===== config.mk =====
export PLATFORM = sky130hd
export DESIGN_NAME = rx_fifo_intr
export DESIGN_NICKNAME = d
export VERILOG_FILES = /design/src/rtl/rx_fifo_pkg.sv /design/src/rtl/rx_fifo_store.sv /design/src/rtl/rx_fifo_ctrl.sv /design/src/rtl/rx_fifo_intr.sv
export SDC_FILE = /design/constraint.sdc
export NUM_CORES = 1
export LEC_CHECK = 0
export BUFFER_PORTS_ARGS = -buffer_cell sky130_fd_sc_hd__buf_2
export CORE_ASPECT_RATIO = 1.5
export CORE_MARGIN = 10
export CORE_UTILIZATION = 45
export DETAILED_ROUTE_END_ITERATION = 7
export GPL_TIMING_DRIVEN = 0
export PLACE_DENSITY_LB_ADDON = 0.25
export SLEW_MARGIN = 25
export SYNTH_ARGS = -nofsm -noshare
export SYNTH_HDL_FRONTEND = slang
export SYNTH_HIERARCHICAL = 1
export SYNTH_SLANG_ARGS = --single-unit
export TNS_END_PERCENT = 100

===== constraint.sdc =====
create_clock -name clk -period 3.7 [get_ports clk]
set_clock_uncertainty 0.05 [all_clocks]
set_input_delay 0.74 -clock clk [delete_from_list [all_inputs] [get_ports clk]]
set_output_delay 0.74 -clock clk [all_outputs]
set_load 0.02 [all_outputs]

===== src/rtl/rx_fifo_pkg.sv =====
package rx_fifo_pkg;
  // Strobes from the control side to the storage side
  typedef struct packed {
    logic push;
    logic pop;
    logic flush;
  } fifoStrb_t;
endpackage


===== src/rtl/rx_fifo_store.sv =====
module rx_fifo_store
  import rx_fifo_pkg::*;
#(
  parameter int DEPTH  = 16,
  parameter int DATA_W = 8,
  localparam int PTR_W = $clog2(DEPTH)
) (
  input  logic              clk,
  input  logic              rstN,
  input  fifoStrb_t         strb,
  input  logic [DATA_W-1:0] wrData,
  output logic [DATA_W-1:0] rdData
);
  logic [DATA_W-1:0] mem [DEPTH];
  logic [PTR_W-1:0]  wrPtr;
  logic [PTR_W-1:0]  rdPtr;

  always_ff @(posedge clk or negedge rstN) begin
    if (!rstN) begin
      wrPtr <= '0;
      rdPtr <= '0;
    end else if (strb.flush) begin
      wrPtr <= '0;
      rdPtr <= '0;
    end else begin
      if (strb.push) wrPtr <= wrPtr + PTR_W'(1);
      if (strb.pop)  rdPtr <= rdPtr + PTR_W'(1);
    end
  end

  always_ff @(posedge clk) begin
    if (strb.push) mem[wrPtr] <= wrData;
  end

  assign rdData = mem[rdPtr];
endmodule


===== src/rtl/rx_fifo_ctrl.sv =====
module rx_fifo_ctrl
  import rx_fifo_pkg::*;
#(
  parameter int DEPTH          = 16,
  parameter int TICKS_PER_CHAR = 10,
  parameter int TIMEOUT_CHARS  = 4,
  localparam int CNT_W         = $clog2(DEPTH + 1),
  localparam int TMO_TICKS     = TICKS_PER_CHAR * TIMEOUT_CHARS,
  localparam int TMO_W         = $clog2(TMO_TICKS + 1)
) (
  input  logic             clk,
  input  logic             rstN,
  input  logic             rxValid,
  input  logic             rdEn,
  input  logic             baudTick,
  input  logic             cfgWr,
  input  logic [1:0]       cfgTrig,
  input  logic             cfgFlush,
  input  logic             lsrRead,
  output fifoStrb_t        strb,
  output logic [CNT_W-1:0] count,
  output logic             irqLevel,
  output logic             irqTimeout,
  output logic             overrun
);
  logic [1:0]       trigCode;
  logic [CNT_W-1:0] trigThresh;
  logic [TMO_W-1:0] tmoCnt;
  logic             dropped;
  logic             restart;
  logic             isEmpty;

  // Thresholds scale with depth: 1, quarter, half, two short of full
  always_comb begin
    unique case (trigCode)
      2'b00:   trigThresh = CNT_W'(1);
      2'b01:   trigThresh = CNT_W'(DEPTH / 4);
      2'b10:   trigThresh = CNT_W'(DEPTH / 2);
      default: trigThresh = CNT_W'(DEPTH - 2);
    endcase
  end

  assign isEmpty = (count == '0);

  always_comb begin
    strb.flush = cfgWr && cfgFlush;
    strb.pop   = rdEn && !isEmpty && !strb.flush;
    strb.push  = rxValid && !strb.flush &&
                 ((count != CNT_W'(DEPTH)) || strb.pop);
    dropped    = rxValid && !strb.flush && !strb.push;
    restart    = strb.flush || strb.push || strb.pop;
  end

  always_ff @(posedge clk or negedge rstN) begin
    if (!rstN) trigCode <= 2'b00;
    else if (cfgWr) trigCode <= cfgTrig;
  end

  always_ff @(posedge clk or negedge rstN) begin
    if (!rstN) count <= '0;
    else if (strb.flush) count <= '0;
    else count <= count + CNT_W'(strb.push) - CNT_W'(strb.pop);
  end

  always_ff @(posedge clk or negedge rstN) begin
    if (!rstN) overrun <= 1'b0;
    else if (dropped) overrun <= 1'b1;
    else if (lsrRead) overrun <= 1'b0;
  end

  // Idle timer: runs only with data waiting and no traffic
  always_ff @(posedge clk or negedge rstN) begin
    if (!rstN) begin
      tmoCnt     <= '0;
      irqTimeout <= 1'b0;
    end else begin
      if (restart || isEmpty) tmoCnt <= '0;
      else if (baudTick && tmoCnt != TMO_W'(TMO_TICKS)) tmoCnt <= tmoCnt + TMO_W'(1);

      if (strb.flush || strb.pop) irqTimeout <= 1'b0;
      else if (!restart && !isEmpty && baudTick &&
               tmoCnt == TMO_W'(TMO_TICKS - 1)) irqTimeout <= 1'b1;
    end
  end

  assign irqLevel = (count >= trigThresh);
endmodule


===== src/rtl/rx_fifo_intr.sv =====
module rx_fifo_intr
  import rx_fifo_pkg::*;
#(
  parameter int DEPTH          = 16,
  parameter int DATA_W         = 8,
  parameter int TICKS_PER_CHAR = 10,
  parameter int TIMEOUT_CHARS  = 4,
  localparam int CNT_W         = $clog2(DEPTH + 1)
) (
  input  logic              clk,
  input  logic              rstN,
  input  logic              rxValid,
  input  logic [DATA_W-1:0] rxData,
  input  logic              baudTick,
  input  logic              rdEn,
  output logic [DATA_W-1:0] rdData,
  output logic [CNT_W-1:0]  rxCount,
  input  logic              cfgWr,
  input  logic [1:0]        cfgTrig,
  input  logic              cfgFlush,
  input  logic              lsrRead,
  output logic              rxIrq,
  output logic              rxTimeoutIrq,
  output logic              overrun
);
  fifoStrb_t strb;
  logic      irqLevel;
  logic      irqTimeout;

  rx_fifo_ctrl #(
    .DEPTH(DEPTH), .TICKS_PER_CHAR(TICKS_PER_CHAR), .TIMEOUT_CHARS(TIMEOUT_CHARS)
  ) ctrl (
    .clk(clk), .rstN(rstN), .rxValid(rxValid), .rdEn(rdEn), .baudTick(baudTick),
    .cfgWr(cfgWr), .cfgTrig(cfgTrig), .cfgFlush(cfgFlush), .lsrRead(lsrRead),
    .strb(strb), .count(rxCount), .irqLevel(irqLevel), .irqTimeout(irqTimeout),
    .overrun(overrun)
  );

  rx_fifo_store #(.DEPTH(DEPTH), .DATA_W(DATA_W)) store (
    .clk(clk), .rstN(rstN), .strb(strb), .wrData(rxData), .rdData(rdData)
  );

  assign rxIrq        = irqLevel || irqTimeout;
  assign rxTimeoutIrq = irqTimeout;
endmodule


==> summary.txt <==
DR iter-0 viols = 170
die area = 0.0195 sq mm
core area = 0.0140 sq mm
clock tree sinks = 151
top cell type's share of synthesized area = 60.1%
io pins = 34
Setup Crit Path Kind = reg -> out
Max stage delay cell, worst path = clkbuf_1
total wire length = 12,200 um
Post-CTS Setup Bufs = 0
GPL Wtd Cong = 0.735
TritonCTS clock tree = done
grt total ovfl = 0
clock slew at reported path FFs = 0.06 ns
fraction of layout cells with a size suffix above 1 = 21.5%
period utilization = 85.9%
vias per cell = 5.28
max_cap viols = 0
Slew Viols, Final = 0
Site Rows = 53
CTS Buffer Depth = 2
Synth Cell Area = 0.00640 sq mm
RSZ-0062 raised after global routing = no
Initial Utilization = 45.7%
# fillers = 1,124
diode count = 0
Die Ht = 166 um
arrival time worst endpoint = 2.39 ns
fmax = 315 MHz
Final Critical Period = 3.18 ns
Synth area leader = edfxtp_1
final hold violations = 0
FF-to-FF setup slack = 0.60 ns
nets@finish = 447
Syn Area/Cell = 17.8 sq um
Synth Register Bits = 151
worst hold-check path type = in -> async
Synth cell types = 42
worst vdd ir = 0.438 mV
post-synth net total = 395
setup total negative slack = 0 ns
Residual DRC = 0
sequential area share after synthesis = 69.1%
hpwl dp = 8420 um
Post-Syn Instances = 359
smallest hold slack = 0.246 ns
final setup fails = 0
PwrDens = 698 mW/mm^2
Pre-antenna DRT Iters = 6
H-tree depth = 4
reg2reg path depth = 14
worst skew pair latency = 0.42 ns
root buf cell = clkbuf_16
wire per inst = 19.9 um
area grow syn2layout = 15.7%
Cell Chain, Critical Path = buf_6 > clkbuf_1 > mux4_2 > a22oi_1 > nand2_1 > buf_2
Post-CTS Resized = 0
initial antenna violation count = 0
first-pass GRT wire length = 19,500 um
hold buffers post-CTS = 0
largest net degree at the start of global routing = 24
Final ANT Viol Nets = 0
Critical Path End Type = output pin
yosys warns = 6
GRT Total Usage = 13.1%
CTS buffer count = 17
input/output buffers = 33
CP required = 2.91 ns
Die Wd = 117 um
Crit Path Max Fanout = 10
Slew Limit Headroom = 57.7%
CP max stage delay = 0.47 ns
status = complete, no violations
Leak = 2.70 nW
Vias = 3,250
vias in the first global route = 3,545
Setup crit start kind = flip-flop
Synth area leaders = edfxtp_1, dfrtp_1, mux4_1
worst slew pin tran = 0.632 ns
Overall Power = 0.00516 W
==> registers in the layout, indices dropped and copies added, names as in the netlist <==
name	count
ctrl/count	5
ctrl/irqTimeout	1
ctrl/overrun	1
ctrl/tmoCnt	6
ctrl/trigCode	2
store/mem	128
store/rdPtr	4
store/wrPtr	4
==> kinds of logic (layout without fill, tap and decap cells) <==
family	count (synthesis)	after routing	share of synthesized area, %
AOI/OAI and AO/OA	30	30	3.50
xor gates and xnor gates	13	13	1.78
adders and majority gates	18	18	3.64
buffers and inverters	29	93	2.70
DFF	151	151	69.1
muxes	35	35	12.7
and+or+nand+nor	83	83	6.63
==> synthesized netlist by cell type, drive strengths merged <==
cell	n
a2111o	1
ha	17
and2	18
or3b	1
nor2	21
mux4	32
and3	2
o31a	1
a21o	3
xor2	9
nand2b	3
o211a	1
mux2i	3
or2	1
edfxtp	128
o21bai	1
nor4b	1
a21oi	2
nand4	4
o21ai	3
nor3b	3
nor3	3
fa	1
nand3	1
a211o	1
nor4	1
clkdlybuf4s25	3
a32o	1
and2b	1
nor2b	3
buf	8
clkbuf	2
dfrtp	23
a22oi	16
nand2	20
inv	16
xnor2	4
==> critical path: cells and delay by family, from the launching register on <==
| kind | cells | cell delay, ns |
|---|---|---|
| and+or+nand+nor | 1 | 0.10 |
| muxes | 1 | 0.43 |
| AOI/OAI and AO/OA | 1 | 0.28 |
| buffers and inverters | 3 | 0.79 |
| DFF | 1 | 0.37 |
==> power by group <==
part	switching [W]	internal [W]
logic	0.000746	0.000630
registers	0.0000896	0.00197
clock network	0.000666	0.00106
==> cell type report <==
cell class | instances | area (sq um) | area share, %
clock inverter | 14 | 173 | 2.33
inverter | 16 | 60.1 | 0.811
buffer | 13 | 113 | 1.52
multi-input combinational | 179 | 1810 | 24.4
clock buffer | 17 | 425 | 5.75
timing repair buffer | 33 | 165 | 2.23
tap | 192 | 240 | 3.25
sequential | 151 | 4420 | 59.7
==> cell usage in the layout, fill, tap and decap left out, types with 2 or more instances in the layout <==
| cell type | count |
|---|---|
| edfxtp_1 | 128 |
| buf_2 | 35 |
| dfrtp_1 | 23 |
| nor2_1 | 21 |
| nand2_1 | 20 |
| and2_1 | 18 |
| clkbuf_16 | 17 |
| ha_1 | 17 |
| inv_1 | 16 |
| mux4_2 | 16 |
| a22oi_1 | 16 |
| mux4_1 | 16 |
| xor2_1 | 9 |
| clkinvlp_4 | 4 |
| xnor2_1 | 4 |
| nand4_1 | 4 |
| inv_6 | 3 |
| bufinv_16 | 3 |
| o21ai_0 | 3 |
| nor3b_1 | 3 |
| a21o_1 | 3 |
| nor2b_1 | 3 |
| nor3_1 | 3 |
| nand2b_1 | 3 |
| mux2i_1 | 3 |
| buf_6 | 3 |
| clkdlybuf4s25_2 | 3 |
| clkinv_2 | 2 |
| a21oi_1 | 2 |
| and3_1 | 2 |
| clkbuf_1 | 2 |
==> routing by layer <==
metal,wire length [um],GRT usage [%],vias to the layer above
met2,6490,22.2,67
met4,159,4.70,0
met1,5230,15.1,1663
met5,0,0,-
met3,335,4.12,12
li1,-,-,1508
==> per-stage QoR <==
step | instance area [sq um] | setup slack (ns) | utilization, % | cells
final | 7400 | 0.522 | 52.9 | 615
after floorplan | 6400 | 0.809 | - | 359
after CTS | 7400 | 0.445 | 52.9 | 615
after global placement | 6800 | 0.566 | 48.6 | 584
after detailed placement | 6800 | 0.500 | 48.6 | 584
after global routing | 7400 | 0.333 | 52.9 | 615
==> worst paths after layout <==
| kind | startpoint | end |
|---|---|---|
| setup / recovery | store/rdPtr[1] | rdData[3] |
| hold / removal | rstN | store/wrPtr[2] |
| setup reg to reg | ctrl/count[3] | ctrl/count[4] |
| hold reg to reg | ctrl/overrun | ctrl/overrun |
| max in group asynchronous | rstN | store/wrPtr[1] |
| min in group clk | ctrl/overrun | ctrl/overrun |
Power figures use the tool's default switching activity.
